**config.mk**
```make
export PLATFORM = sky130hd
export DESIGN_NAME = lcd_anim_blink
export DESIGN_NICKNAME = d
export VERILOG_FILES = /design/src/rtl/lcd_anim_pkg.sv /design/src/rtl/lcd_frame_timer.sv /design/src/rtl/lcd_anim_rotor.sv /design/src/rtl/lcd_seg_mux.sv /design/src/rtl/lcd_anim_blink.sv
export SDC_FILE = /design/constraint.sdc
export NUM_CORES = 1
export LEC_CHECK = 0
export ABC_AREA = 1
export BUFFER_PORTS_ARGS = -buffer_cell sky130_fd_sc_hd__buf_2
export CAP_MARGIN = 40
export CORE_MARGIN = 3
export CORE_UTILIZATION = 43
export CTS_CLUSTER_DIAMETER = 60
export DETAILED_ROUTE_END_ITERATION = 12
export GPL_TIMING_DRIVEN = 0
export HOLD_SLACK_MARGIN = 0.08
export PLACE_DENSITY = 0.76
export SYNTH_ARGS = -nofsm -noshare
export SYNTH_HDL_FRONTEND = slang
export SYNTH_HIERARCHICAL = 1
export SYNTH_SLANG_ARGS = --single-unit
```
**constraint.sdc**
```tcl
create_clock -name clk -period 3.6 [get_ports clk]
set_clock_uncertainty 0.05 [all_clocks]
set_input_delay 0.18 -clock clk [delete_from_list [all_inputs] [get_ports clk]]
set_output_delay 0.18 -clock clk [all_outputs]
set_load 0.01 [all_outputs]
```
**src/rtl/lcd_anim_pkg.sv**
```systemverilog
package lcd_anim_pkg;
    typedef enum logic [1:0] {
        SH_HOLD  = 2'd0,
        SH_LEFT  = 2'd1,
        SH_RIGHT = 2'd2,
        SH_RSVD  = 2'd3
    } shift_e;

    localparam int PRESC_W = 2;
    localparam int PRESC_CNT_W = 3;
endpackage

```
**src/rtl/lcd_frame_timer.sv**
```systemverilog
module lcd_frame_timer
    import lcd_anim_pkg::*;
#(
    parameter int TOP_W = 6
) (
    input  logic                   clk,
    input  logic                   rst_n,
    input  logic                   tick_in,
    input  logic                   enable,
    input  logic [PRESC_W-1:0]     presc_sel,
    input  logic [TOP_W-1:0]       top,
    output logic                   evt
);
    typedef struct packed {
        logic [PRESC_CNT_W-1:0] presc;
        logic [TOP_W-1:0]       cnt;
        logic                   evt;
    } tmr_t;

    tmr_t st_d, st_q;
    logic [PRESC_CNT_W-1:0] div_m1;

    always_comb begin
        div_m1 = PRESC_CNT_W'((4'd1 << presc_sel) - 4'd1);
        st_d = st_q;
        st_d.evt = 1'b0;
        if (!enable) begin
            st_d.presc = '0;
            st_d.cnt   = '0;
        end else if (tick_in) begin
            if (st_q.presc >= div_m1) begin
                st_d.presc = '0;
                if (st_q.cnt >= top) begin
                    st_d.cnt = '0;
                    st_d.evt = 1'b1;
                end else begin
                    st_d.cnt = st_q.cnt + 1'b1;
                end
            end else begin
                st_d.presc = st_q.presc + 1'b1;
            end
        end
    end

    always_ff @(posedge clk or negedge rst_n) begin
        if (!rst_n) st_q <= '0;
        else        st_q <= st_d;
    end

    assign evt = st_q.evt;
endmodule

```
**src/rtl/lcd_anim_rotor.sv**
```systemverilog
module lcd_anim_rotor
    import lcd_anim_pkg::*;
#(
    parameter int W = 8
) (
    input  logic         clk,
    input  logic         rst_n,
    input  logic         load,
    input  logic [W-1:0] load_val,
    input  logic         step,
    input  logic [1:0]   shift_ctl,
    output logic [W-1:0] pat
);
    logic [W-1:0] pat_d, pat_q;
    shift_e mode;

    always_comb begin
        mode  = shift_e'(shift_ctl);
        pat_d = pat_q;
        if (load) begin
            pat_d = load_val;
        end else if (step) begin
            case (mode)
                SH_LEFT:  pat_d = {pat_q[W-2:0], pat_q[W-1]};
                SH_RIGHT: pat_d = {pat_q[0], pat_q[W-1:1]};
                default:  pat_d = pat_q;
            endcase
        end
    end

    always_ff @(posedge clk or negedge rst_n) begin
        if (!rst_n) pat_q <= '0;
        else        pat_q <= pat_d;
    end

    assign pat = pat_q;
endmodule

```
**src/rtl/lcd_seg_mux.sv**
```systemverilog
module lcd_seg_mux #(
    parameter int NUM_SEGS = 16,
    parameter int ANIM_W   = 8
) (
    input  logic [NUM_SEGS-1:0] seg_data,
    input  logic [ANIM_W-1:0]   pat_a,
    input  logic [ANIM_W-1:0]   pat_b,
    input  logic                anim_en,
    input  logic                anim_or,
    input  logic                blink_off,
    input  logic                blank,
    output logic [NUM_SEGS-1:0] seg_on
);
    logic [ANIM_W-1:0]   mask;
    logic [NUM_SEGS-1:0] base;

    always_comb begin
        mask = anim_or ? (pat_a | pat_b) : (pat_a & pat_b);
        base = seg_data;
        if (anim_en) base[ANIM_W-1:0] = mask;
        if (blank || blink_off) seg_on = '0;
        else                    seg_on = base;
    end
endmodule

```
**src/rtl/lcd_anim_blink.sv**
```systemverilog
module lcd_anim_blink
    import lcd_anim_pkg::*;
#(
    parameter int NUM_SEGS = 16,
    parameter int ANIM_W   = 8,
    parameter int TOP_W    = 6
) (
    input  logic                 clk,
    input  logic                 rst_n,
    input  logic                 frame_tick,
    input  logic                 fc_en,
    input  logic [1:0]           presc_sel,
    input  logic [TOP_W-1:0]     fc_top,
    input  logic                 anim_en,
    input  logic                 anim_or,
    input  logic [1:0]           shift_a,
    input  logic [1:0]           shift_b,
    input  logic                 pat_load,
    input  logic [ANIM_W-1:0]    pat_a_in,
    input  logic [ANIM_W-1:0]    pat_b_in,
    input  logic                 blink_en,
    input  logic                 blank,
    input  logic [NUM_SEGS-1:0]  seg_data,
    output logic [NUM_SEGS-1:0]  seg_on,
    output logic                 frame_evt
);
    localparam int NUM_ROT = 2;

    typedef struct packed {
        logic blink_ph;
    } top_st_t;

    top_st_t st_d, st_q;
    logic [ANIM_W-1:0] rot_in  [NUM_ROT];
    logic [ANIM_W-1:0] rot_out [NUM_ROT];
    logic [1:0]        rot_ctl [NUM_ROT];
    logic [ANIM_W-1:0] pat_a_q, pat_b_q;
    logic              rot_step;

    lcd_frame_timer #(.TOP_W(TOP_W)) u_timer (
        .clk       (clk),
        .rst_n     (rst_n),
        .tick_in   (frame_tick),
        .enable    (fc_en),
        .presc_sel (presc_sel),
        .top       (fc_top),
        .evt       (frame_evt)
    );

    assign rot_in[0]  = pat_a_in;
    assign rot_in[1]  = pat_b_in;
    assign rot_ctl[0] = shift_a;
    assign rot_ctl[1] = shift_b;
    assign rot_step   = frame_evt & anim_en;

    for (genvar g = 0; g < NUM_ROT; g++) begin : g_rot
        lcd_anim_rotor #(.W(ANIM_W)) u_rot (
            .clk       (clk),
            .rst_n     (rst_n),
            .load      (pat_load),
            .load_val  (rot_in[g]),
            .step      (rot_step),
            .shift_ctl (rot_ctl[g]),
            .pat       (rot_out[g])
        );
    end

    assign pat_a_q = rot_out[0];
    assign pat_b_q = rot_out[1];

    always_comb begin
        st_d = st_q;
        if (!blink_en)      st_d.blink_ph = 1'b0;
        else if (frame_evt) st_d.blink_ph = ~st_q.blink_ph;
    end

    always_ff @(posedge clk or negedge rst_n) begin
        if (!rst_n) st_q <= '0;
        else        st_q <= st_d;
    end

    lcd_seg_mux #(.NUM_SEGS(NUM_SEGS), .ANIM_W(ANIM_W)) u_mux (
        .seg_data  (seg_data),
        .pat_a     (pat_a_q),
        .pat_b     (pat_b_q),
        .anim_en   (anim_en),
        .anim_or   (anim_or),
        .blink_off (st_q.blink_ph & blink_en),
        .blank     (blank),
        .seg_on    (seg_on)
    );
endmodule

```
Word level (Yosys, flattened, before mapping)
Cells that the tools add are included.

storage, ports and cells
  output and inout port bits = 17
  logic and storage cells = 49
  register bits = 27
  input bits = 53

operators by class
  bitwise gates (word level) = 5
  muxes and demuxes = 18
  add/subtract/negate cells = 3
  reduce and logical (&&, ||, !) cells = 7
  shift operators = 1
  equal/unequal tests = 7
  magnitude comparators = 2

operator list
  operator                                                number
  2-to-1 mux 8 bit                                        6
  one-hot mux 8 bit (2 select lines)                      2
  2-to-1 mux 16 bit                                       1
  2-to-1 mux 10 bit                                       1
  2-to-1 mux 9 bit                                        1
  AND 8 bit                                               1
  bitwise OR 8 bit                                        1
  2-to-1 mux 7 bit                                        1
  adder 6 x 1 -> 6 bit (second input constant)            1
  >= comparator 6 bit                                     1
  2-to-1 mux 6 bit                                        1
  AND reduction 2 bit                                     3
  nonzero test 3 bit                                      2
  equality test 2 x 1 -> 1 bit (second input constant)    2
  equality test 2 bit (second input constant)             2
  2-to-1 mux 1 bit                                        4
  inequality test 2 x 1 -> 1 bit (second input constant)  2
  adder 3 x 1 -> 3 bit (second input constant)            1
  >= comparator 3 bit                                     1
  2-to-1 mux 3 bit                                        1
  << shifter 1 x 2 -> 3 bit (first input constant)        1
  subtractor 3 x 1 -> 3 bit (second input constant)       1
  AND 1 bit                                               2
  inequality test 2 bit (second input constant)           1
  3 further kinds                                         3

Depth between registers and ports, before layout
  word-level depth = 6
  mapped depth = 9
  depth with buffers taken out = 9

Modules after synthesis
Netlist, hierarchy kept.

modules (own cells, without submodules)
  module           area an instance (um^2)  cells each  seq. area each (um^2)  times used
  lcd_anim_rotor   581.8                    75          200.2                  2
  lcd_frame_timer  782.0                    105         250.2                  1
  lcd_seg_mux      372.9                    85          0.0                    1
  lcd_anim_blink   57.6                     9           25.0                   1

Least setup slack after synthesis
No wires, ideal clock.

  path type = reg-to-reg
  start = reg u_timer/st_q[9] in the netlist's numbering
  end = reg u_timer/st_q[6] in the netlist's numbering
  setup time = 117 ps
  arrival = 1199 ps
  clock period less this slack = 1367 ps
  cell stages (with the launch flop) = 8
  setup slack = 2233 ps
  path buffers = 0
  required time = 3433 ps
  cell sequence = dfrtp_1 ha_1 a21oi_2 nand3_2 nand2_2 inv_2 nand3_1 nand2_1

on the way
  cells in the longest elaborated chain, start to end = 3

RTL lines
  item                                      RTL line               RTL
  from (decl)                               lcd_frame_timer.sv:20  tmr_t st_d, st_q;
  from (signal assigned)                    lcd_frame_timer.sv:47  else st_q <= st_d;
  >= comparator 3 bit                       lcd_frame_timer.sv:31  if (st_q.presc >= div_m1) begin
  inequality test 2 x 1 -> 1 bit (no line)  --
  AND reduction 2 bit (no line)             --

No other way between the ends.
A chain may end at the register's enable or synchronous reset.

==> results.py <==
metrics = {
    "logic_synthesis": {
        "yosysMostFrequentCell": "nand2_1",
        "yosys_most_used_dff": "dfrtp_1",
        "async_flop_share": 1.00,
        "yosysSeqAreaShare": 0.284,
        "yosysTopAreaCell": "dfrtp_1",
        "synth_nets": 413,
        "ys_top_cells_by_area": "dfrtp_1 28%, nand3_1 16%, nand2_1 16%",
        "synthDistinctLibCells": 24,
        "syn_area_um2": 2380,
        "ys_ff_latch": 27,
        "synthTopCellsByCount": "100 x nand2_1, 76 x nand3_1, 46 x inv_1, 27 x dfrtp_1, 17 x or2_2",
        "yosys_warnings": 6,
        "postSynthCellCount": 349,
        "synth_edf_count": 0,
        "synth_top_area_frac": 0.284,
        "avgSynthCellArea_um2": 6.81,
    },
    "final_layout": {
        "syn_to_final_growth_pct": 19.7,
        "multi_input_area_um2": 1410,
        "fin_nets": 484,
        "antenna_cells": 0,
        "fillCellCount": 527,
        "drive_gt1_frac": 0.298,
        "regArea_um2": 676,
    },
    "min_path": {
        "hp-class": "input port to flop",
    },
    "cts": {
        "cts_sinks": 27,
        "tritoncts": "built",
        "cts_buffer_depth": 2,
        "numCtsBuffers": 3,
        "ctsResizeCount": 0,
        "cts_root_buffer": "clkbuf_8",
        "h-tree-depth": 1,
        "insertion_delay_ns": 0.28,
        "clkTransAtPathRegs_ns": 0.10,
    },
    "global_route": {
        "grt_max_degree": 28,
        "antenna_found_initial": 0,
        "grt_pass1_vias": 2103,
        "grtUsageTotal": 0.173,
        "grt_pass1_wl_mm": 9.00,
        "grt_overflow": 0,
    },
    "route": {
        "ant_nets": 0,
        "wl_mm": 5.68,
        "route.detailed.drc": 0,
        "num_vias": 2476,
        "drtIter0Drc": 185,
        "viasPerCell": 5.06,
        "drtPass1Iterations": 4,
        "wire_per_inst_um": 11.6,
    },
    "floorplan": {
        "core_area_um2": 5240,
        "start_util": 0.454,
        "ioPinCount": 70,
        "placementRows": 26,
        "die_y_um": 80.3,
        "die_x_um": 80.3,
        "dieArea_um2": 6450,
    },
    "sta": {
        "setup_ws_ns": 1.88,
        "rsz0062_at_grt": "false",
        "max_slew_margin": 0.575,
        "report.final.slew_viol_count": 0,
        "fin_crit_ns": 1.72,
        "worstMarginPinSlew_ns": 0.637,
        "fmax_mhz": 580,
        "finalCritPeriodShare": 0.479,
        "tns_ns": 0,
        "timing.hold.ws_ns": 0.0948,
        "hold_violations": 0,
        "setup_violations": 0,
    },
    "placement": {
        "hpwl_mm": 4.41,
        "port_buffers": 65,
        "finalWeightedCongestion": 0.875,
        "dp_slack_ns": 2.04,
    },
    "power": {
        "p_leak_uw": 0.00171,
        "powerDensity_nw_per_um2": 277,
        "vdd_drop_max_uv": 175,
    },
    "worst_setup_path": {
        "cp-start-kind": "flop",
        "arrival_ns": 1.49,
        "cp.required_ns": 3.37,
        "endpoint_kind": "output port",
        "crit_type": "flop to output port",
        "cp_max_fo": 9,
    },
    "status": {
        "outcome": "finished clean",
    },
    "run": {
        "cap_violations": 0,
    },
}
## path summary, 6_finish.rpt
kind / from / endpoint / slack, ns / cells past startpoint
worst max-delay path: st_q / seg_on[0] / 1.88 / 6
worst min-delay path: blink_en / st_q / 0.09 / 3
worst max register to register: u_timer/st_q[9] / u_timer/st_q[7] / 2.06 / 6
worst min register to register: st_q / st_q / 0.50 / 2
max in group asynchronous: rst_n / g_rot[1].u_rot/pat[3] / 2.68 / 2
min in group asynchronous: rst_n / u_timer/st_q[7] / 0.40 / 2
## cell families (layout without fill, tap and decap cells)
logic type | Yosys count | in the layout | share of synthesized area
AND/OR/NAND/NOR | 226 | 226 | 0.468
buffers and inverters | 62 | 132 | 0.122
flip-flops | 27 | 27 | 0.284
AO/OA/AOI/OAI | 19 | 19 | 0.0527
adder cells (fa/ha/maj) | 11 | 11 | 0.0579
XOR/XNOR | 4 | 4 | 0.0147
## per-layer routing
metal	up-vias	GRT usage	part of all wire
met1	1135	0.216	0.44
met3	4	0.0280	0.069
met5	-	0	0
li1	1247	-	-
met2	90	0.305	0.48
met4	0	0.0507	0.0055
## cells in the final DEF, fill, tap and decap left out, types with 2 or more instances in the layout
cell type	count
a21oi_2	3
xor2_1	4
o21ai_2	2
or2_2	17
a21oi_1	7
dfrtp_1	27
clkbuf_8	3
nand3_2	7
nand2_8	2
inv_2	5
buf_2	65
nand3_1	76
o21ai_0	6
nand2_2	3
nand2_1	100
inv_1	46
nor2_1	14
ha_1	11
buf_4	4
buf_6	5
nand2_4	4
inv_4	2
## layout make-up
cell class              count  area share
plain buffers               9      0.0304
clock buffers               4      0.0158
inverters                  53      0.0717
multi-input cells         260       0.496
flip-flops and latches     27       0.238
well taps                  70      0.0308
repair buffers             66       0.118
## where the power goes
part / internal [uW] / leakage [uW] / total [uW] / switching [uW]
sequential: 330 / 0.000347 / 367 / 37.1
combinational: 106 / 0.00134 / 244 / 138
clock: 79.4 / 0.0000228 / 177 / 97.4
## what timing repair did
item                      4_1_cts  5_1_grt
buffers inserted                0        0
hold endpoints to repair       27        0
hold buffers                    1        0
## state kept, by name (all words and copies together) (netlist names)
register and count:
g_rot.u_rot/pat 16, u_timer/evt 1, st_q 1, u_timer/st_q 9
## metrics by stage
step | util | total power [uW] | instance area [um2] | cells
global placement | 0.532 | 607 | 2790 | 484
detailed placement | 0.532 | 615 | 2790 | 484
CTS | 0.543 | 794 | 2840 | 489
finish | 0.543 | 788 | 2840 | 489
global route | 0.543 | 848 | 2840 | 489
floorplan | - | 529 | 2380 | 349
## critical path, stage by stage (launching register included)
cell	delay, ns
dfrtp_1	0.40
nand2_1	0.06
inv_1	0.05
nor2_4	0.23
o21ai_0	0.13
a21oi_1	0.18
buf_2	0.16
Note: power is estimated with default switching activity, not from simulation.
